--- config.mk ---
export PLATFORM = sky130hd
export DESIGN_NAME = capbuf_channel
export DESIGN_NICKNAME = d
export VERILOG_FILES = /design/src/rtl/capbuf_pkg.sv /design/src/rtl/capbuf_ctrl.sv /design/src/rtl/capbuf_store.sv /design/src/rtl/capbuf_irq.sv /design/src/rtl/capbuf_channel.sv
export SDC_FILE = /design/constraint.sdc
export NUM_CORES = 1
export LEC_CHECK = 0
export BUFFER_PORTS_ARGS = -buffer_cell sky130_fd_sc_hd__buf_2
export CAP_MARGIN = 40
export CORE_AREA = 10 10 68 70
export CTS_CLUSTER_SIZE = 16
export DETAILED_ROUTE_END_ITERATION = 8
export DIE_AREA = 0 0 78 80
export PLACE_DENSITY = 0.83
export SLEW_MARGIN = 40
export SYNTH_ARGS = -nofsm -noshare
export SYNTH_HDL_FRONTEND = slang
export SYNTH_SLANG_ARGS = --single-unit
--- constraint.sdc ---
create_clock -name clk -period 2.1 [get_ports clk]
set_clock_uncertainty 0.15 [all_clocks]
set_input_delay 0.315 -clock clk [delete_from_list [all_inputs] [get_ports clk]]
set_output_delay 0.315 -clock clk [all_outputs]
set_load 0.1 [all_outputs]
--- src/rtl/capbuf_pkg.sv ---
package capbuf_pkg;
  typedef enum logic [1:0] {
    OP_NONE     = 2'd0,
    OP_LOAD_REG = 2'd1,
    OP_LOAD_BUF = 2'd2,
    OP_REJECT   = 2'd3
  } cap_op_e;
endpackage

--- src/rtl/capbuf_ctrl.sv ---
module capbuf_ctrl
  import capbuf_pkg::*;
(
  input  logic    clk,
  input  logic    rst,
  input  logic    capture_i,
  input  logic    rd_i,
  input  logic    clr_cap_i,
  input  logic    clr_err_i,
  output cap_op_e op_o,
  output logic    pop_o,
  output logic    cf_o,
  output logic    bv_o,
  output logic    err_o,
  output logic    cf_nxt_o,
  output logic    err_nxt_o
);
  logic cf_q, bv_q, err_q;
  logic cf_a, bv_a;
  logic cf_n, bv_n, err_n;
  cap_op_e op;

  always_comb begin
    // read first, then software clear, then the incoming capture
    cf_a = cf_q;
    bv_a = bv_q;
    if (rd_i && cf_q) begin
      if (bv_q) bv_a = 1'b0;
      else      cf_a = 1'b0;
    end
    if (clr_cap_i) begin
      cf_a = 1'b0;
      bv_a = 1'b0;
    end
    op    = OP_NONE;
    cf_n  = cf_a;
    bv_n  = bv_a;
    err_n = err_q & ~clr_err_i;
    if (capture_i) begin
      if (!cf_a) begin
        op   = OP_LOAD_REG;
        cf_n = 1'b1;
      end else if (!bv_a) begin
        op   = OP_LOAD_BUF;
        bv_n = 1'b1;
      end else begin
        op    = OP_REJECT;
        err_n = 1'b1;
      end
    end
  end

  always_ff @(posedge clk) begin
    if (rst) begin
      cf_q  <= 1'b0;
      bv_q  <= 1'b0;
      err_q <= 1'b0;
    end else begin
      cf_q  <= cf_n;
      bv_q  <= bv_n;
      err_q <= err_n;
    end
  end

  assign op_o      = op;
  assign pop_o     = rd_i & cf_q & bv_q;
  assign cf_o      = cf_q;
  assign bv_o      = bv_q;
  assign err_o     = err_q;
  assign cf_nxt_o  = cf_n;
  assign err_nxt_o = err_n;
endmodule

--- src/rtl/capbuf_store.sv ---
module capbuf_store
  import capbuf_pkg::*;
#(
  parameter int W = 16
) (
  input  logic         clk,
  input  logic         rst,
  input  cap_op_e      op_i,
  input  logic         pop_i,
  input  logic [W-1:0] count_i,
  output logic [W-1:0] reg_o
);
  logic [W-1:0] reg_q, buf_q;

  always_ff @(posedge clk) begin
    if (rst) begin
      reg_q <= '0;
      buf_q <= '0;
    end else begin
      if (op_i == OP_LOAD_REG)  reg_q <= count_i;
      else if (pop_i)           reg_q <= buf_q;
      if (op_i == OP_LOAD_BUF)  buf_q <= count_i;
    end
  end

  assign reg_o = reg_q;
endmodule

--- src/rtl/capbuf_irq.sv ---
module capbuf_irq (
  input  logic clk,
  input  logic rst,
  input  logic cf_nxt_i,
  input  logic err_nxt_i,
  input  logic cap_ie_i,
  input  logic err_ie_i,
  output logic irq_o
);
  always_ff @(posedge clk) begin
    if (rst) irq_o <= 1'b0;
    else     irq_o <= (cf_nxt_i & cap_ie_i) | (err_nxt_i & err_ie_i);
  end
endmodule

--- src/rtl/capbuf_channel.sv ---
module capbuf_channel
  import capbuf_pkg::*;
#(
  parameter int W = 16
) (
  input  logic         clk,
  input  logic         rst,
  input  logic [W-1:0] count_i,
  input  logic         capture_i,
  input  logic         rd_i,
  input  logic         clr_cap_i,
  input  logic         clr_err_i,
  input  logic         cap_ie_i,
  input  logic         err_ie_i,
  output logic [W-1:0] rd_data_o,
  output logic         cap_flag_o,
  output logic         buf_valid_o,
  output logic         err_flag_o,
  output logic         irq_o
);
  cap_op_e op;
  logic    pop, cf_nxt, err_nxt;

  capbuf_ctrl u_ctrl (
    .clk       (clk),
    .rst       (rst),
    .capture_i (capture_i),
    .rd_i      (rd_i),
    .clr_cap_i (clr_cap_i),
    .clr_err_i (clr_err_i),
    .op_o      (op),
    .pop_o     (pop),
    .cf_o      (cap_flag_o),
    .bv_o      (buf_valid_o),
    .err_o     (err_flag_o),
    .cf_nxt_o  (cf_nxt),
    .err_nxt_o (err_nxt)
  );

  capbuf_store #(.W(W)) u_store (
    .clk     (clk),
    .rst     (rst),
    .op_i    (op),
    .pop_i   (pop),
    .count_i (count_i),
    .reg_o   (rd_data_o)
  );

  capbuf_irq u_irq (
    .clk       (clk),
    .rst       (rst),
    .cf_nxt_i  (cf_nxt),
    .err_nxt_i (err_nxt),
    .cap_ie_i  (cap_ie_i),
    .err_ie_i  (err_ie_i),
    .irq_o     (irq_o)
  );
endmodule

==> metrics.log <==
INFO  metric die_height = roughly 80 um
INFO  metric postCtsHoldBufs = 0
INFO  metric critPathTopFamily = buffers and inverters
INFO  metric slowest_delay = ~0.47 ns
INFO  metric groute.usage.overall = approximately an eighth
INFO  metric worst-endpoint-required = 1.63 ns
INFO  metric remaining_drc_errors = 0
INFO  metric globalRouteOverflowTotal = 0
INFO  metric status = completed
INFO  metric post_synth_instance_area = around 0.0017 mm2
INFO  metric report.final.hold_viol_count = 0
INFO  metric dp_cells = roughly 250
INFO  metric drt_iter0_drc = approximately 120
INFO  metric core.rowCount = 21
INFO  metric cts-buffers-inserted = 5
INFO  metric yosysSeqAreaShare = between 40% and 50%
INFO  metric floorplan.initialDensity = just over 50%
INFO  metric totalNegativeSetupSlack = 0 ns
INFO  metric final_period_utilization = a little over 80%
INFO  metric layout.nets = 234
INFO  metric cap_viol_max_count = 0
INFO  metric number_of_global_route_vias_before_repair = between 1000 and 1500
INFO  metric startpoint_type = flip-flop
INFO  metric cts.path.max_buffers = 2
INFO  metric final_cell_area = 0.00196 mm2
INFO  metric p_per_area = 751 mW/mm2
INFO  metric post_cts_resize_count = 0
INFO  metric grt_start_max_net_pins = 19
INFO  metric post_detailed_route_wirelength_per_cell = 16.0 um
INFO  metric path_class = flip-flop to primary output
INFO  metric synth_top_area_share = 42.7%
INFO  metric synth-seq-cells = 36
INFO  metric regToRegStartpoint = u_ctrl.bv_o$_SDFF_PP0_
INFO  metric vias_per_cell = about 5.6
INFO  metric clock_power_share = between 20% and 30%
INFO  metric netSwitchingFraction = between 30 and 40%
INFO  metric detail_route.first_pass.iterations = 4
INFO  metric die_area = about 0.0062 mm2
INFO  metric timing.final.crit_period = 1.72 ns
INFO  metric fmax = 0.580 GHz
INFO  metric non_filler_cells_final = between 200 and 300
INFO  metric finalWirelength = 4110 um
INFO  metric critical-path-slowest-cell = sky130_fd_sc_hd__buf_2
INFO  metric floorplan.core_area = 0.00328 mm2
INFO  metric ir_drop = between 0.3 and 0.4 mV
INFO  metric port_buffers = 43
INFO  metric worstPathCellList = buf_2
INFO  metric yosys-top-cells-area = sky130_fd_sc_hd__dfxtp_1 (43%), sky130_fd_sc_hd__a211oi_1 (9.8%), sky130_fd_sc_hd__mux2i_1 (9.5%), sky130_fd_sc_hd__a211oi_2 (7.4%), sky130_fd_sc_hd__a21oi_1 (5.3%)
INFO  metric synth.avg_cell_area = between 9 and 10 um2
INFO  metric max_transition_viols_final = 0
INFO  metric hold_class = primary input to flip-flop
INFO  metric power.share.sequential = around 50%
INFO  metric power.net_switching = about 550 uW
INFO  metric ys.warnings.count = 0
INFO  metric grt_setup_unrepaired = false
INFO  metric tightest_slew = around 0.81 ns
INFO  metric cts_sinks = 36
INFO  metric route.antenna.remaining_nets = 0
INFO  metric netlist_instances = approximately 170
INFO  metric startpoint = u_ctrl.bv_o$_SDFF_PP0_
INFO  metric critPathBufInv = 1
INFO  metric clock_latency_on_the_worst_skew_pair = 0.34 ns
INFO  metric postCtsSetupBuffers = 0
INFO  metric setup-violations-final = 0
INFO  metric timing.critical_path.to_type = primary output
INFO  metric dpl_cell_area = roughly 0.0019 mm2
INFO  metric num_antenna_cells = 0
INFO  metric tritoncts = built
INFO  metric timing.critical_path.arrival = around 1.3 ns
INFO  metric internal-power = between 900 and 1000 uW
INFO  metric cp_max_fo = 8
INFO  metric max_slew_margin = 45.6%
INFO  metric detailed_placement_hpwl = roughly 2800 um
INFO  metric global_placement_routability_congestion = 0.719
INFO  metric area_growth_syn_to_layout = 15.9%
INFO  metric grt_first_pass_wirelength = 6880 um
INFO  metric cts_htree_levels = 2
INFO  metric netlist.top_cell.by_area = sky130_fd_sc_hd__dfxtp_1
INFO  metric cts.reportedPaths.clkPinSlew = approximately 0.10 ns
INFO  metric drive_gt1_share = between 30% and 40%
INFO  metric static-leakage-power = 0.000856 uW
INFO  metric routed-via-count = 1436
INFO  metric boundaryPins = 44
INFO  metric synth.lib_cells_used.distinct = 28
INFO  metric die_boundary_width = between 70 and 80 um
INFO  metric worstHoldStart = clr_cap_i
INFO  metric combPwrFrac = about a quarter
INFO  metric antenna_violations_before_repair = 0
INFO  metric cts-root-buf = sky130_fd_sc_hd__clkbuf_4
INFO  metric synth.net_count = 196
[power groups by stage]
| stage | combinational, uW | sequential (uW) | clock, uW |
|---|---|---|---|
| after global routing | 393 | 734 | 405 |
| final | 372 | 730 | 368 |
| after floorplan | 117 | 927 | 0 |
| after CTS | 374 | 730 | 378 |
| after detailed placement | 373 | 746 | 0 |
| after global placement | 372 | 744 | 0 |
[state kept, by name, summed over array words and instances (netlist names)]
signal and cells:
u_ctrl.bv_o 1, u_irq.irq_o 1, u_ctrl.cf_o 1, u_store.reg_o 16, u_store.buf_q 16, u_ctrl.err_o 1
[cell type report]
type	count	area, um2
inverters	4	15.0
repair buffers	49	260
well taps	46	57.6
flip-flops and latches	36	723
clock inverters	3	18.8
clock buffers	5	37.5
multi-input cells	114	846
fillers	296	1330
[synth_stat cells, drive strengths merged]
library cell  number
a21o               1
and3b              1
xnor2              1
o21ai             16
inv                3
a2bb2oi            1
nor2b              1
buf               13
dfxtp             36
a32oi              1
mux2i             16
nand3b             1
clkinv             1
a211oi            32
o32ai              1
nand3             17
a21oi             18
nor3               1
nand2b             3
xor2               1
clkbuf             5
nor2               2
[per-layer routing]
layer	GRT usage (%)	wire length [um]	vias to the layer above
met4	5.56	33	0
met2	22.3	2070	53
met3	4.84	299	6
met5	0	0	-
met1	14.6	1710	662
li1	-	-	715
[cells by family after synthesis]
| logic type | count (synthesis) | share of synthesized area (%) |
|---|---|---|
| AO/OA/AOI/OAI | 70 | 29.7 |
| buffers and inverters | 22 | 7.26 |
| flip-flops | 36 | 42.7 |
| XOR/XNOR | 2 | 1.93 |
| multiplexers | 16 | 9.48 |
| AND/OR/NAND/NOR | 26 | 8.96 |
[cells in the final DEF, fill, tap and decap left out, types with 3 or more instances in the layout]
cell and n:
sky130_fd_sc_hd__mux2i_1 16, sky130_fd_sc_hd__inv_1 3, sky130_fd_sc_hd__buf_4 6, sky130_fd_sc_hd__clkbuf_4 5, sky130_fd_sc_hd__nand3_1 16, sky130_fd_sc_hd__dfxtp_1 34
sky130_fd_sc_hd__buf_2 43, sky130_fd_sc_hd__a211oi_1 22, sky130_fd_sc_hd__a211oi_2 10, sky130_fd_sc_hd__a21oi_1 18, sky130_fd_sc_hd__o21ai_0 16
[worst reg2reg max path: cells and delay by family (launching register included)]
kind	cells	cell delay, ns
DFF	1	0.46
AOI/OAI and AO/OA	1	0.27
muxes	1	0.25
and+or+nand+nor	1	0.47
[metrics by stage]
stage / power [uW] / hold WS [ns] / worst slack (ns) / util, %
floorplan: 1040 / 0.237 / 0.213 / -
global placement: 1120 / 0.313 / 0.393 / 57.9
detailed placement: 1120 / 0.319 / 0.339 / 57.9
CTS: 1480 / 0.0144 / 0.360 / 59.6
global route: 1530 / 0.00553 / 0.326 / 59.6
finish: 1470 / 0.0242 / 0.375 / 59.6
[final timing paths]
| check | endpoint | slack, ns | cells after the start |
|---|---|---|---|
| worst max-delay path | buf_valid_o | 0.38 | 1 |
| worst min-delay path | u_ctrl.bv_o$_SDFF_PP0_ | 0.02 | 2 |
| worst max register to register | u_store.reg_o[9]$_SDFFE_PP0P_ | 0.42 | 3 |
| worst min register to register | u_store.buf_q[3]$_SDFFE_PP0N_ | 0.33 | 2 |
Note: power is estimated with default switching activity, not from simulation.
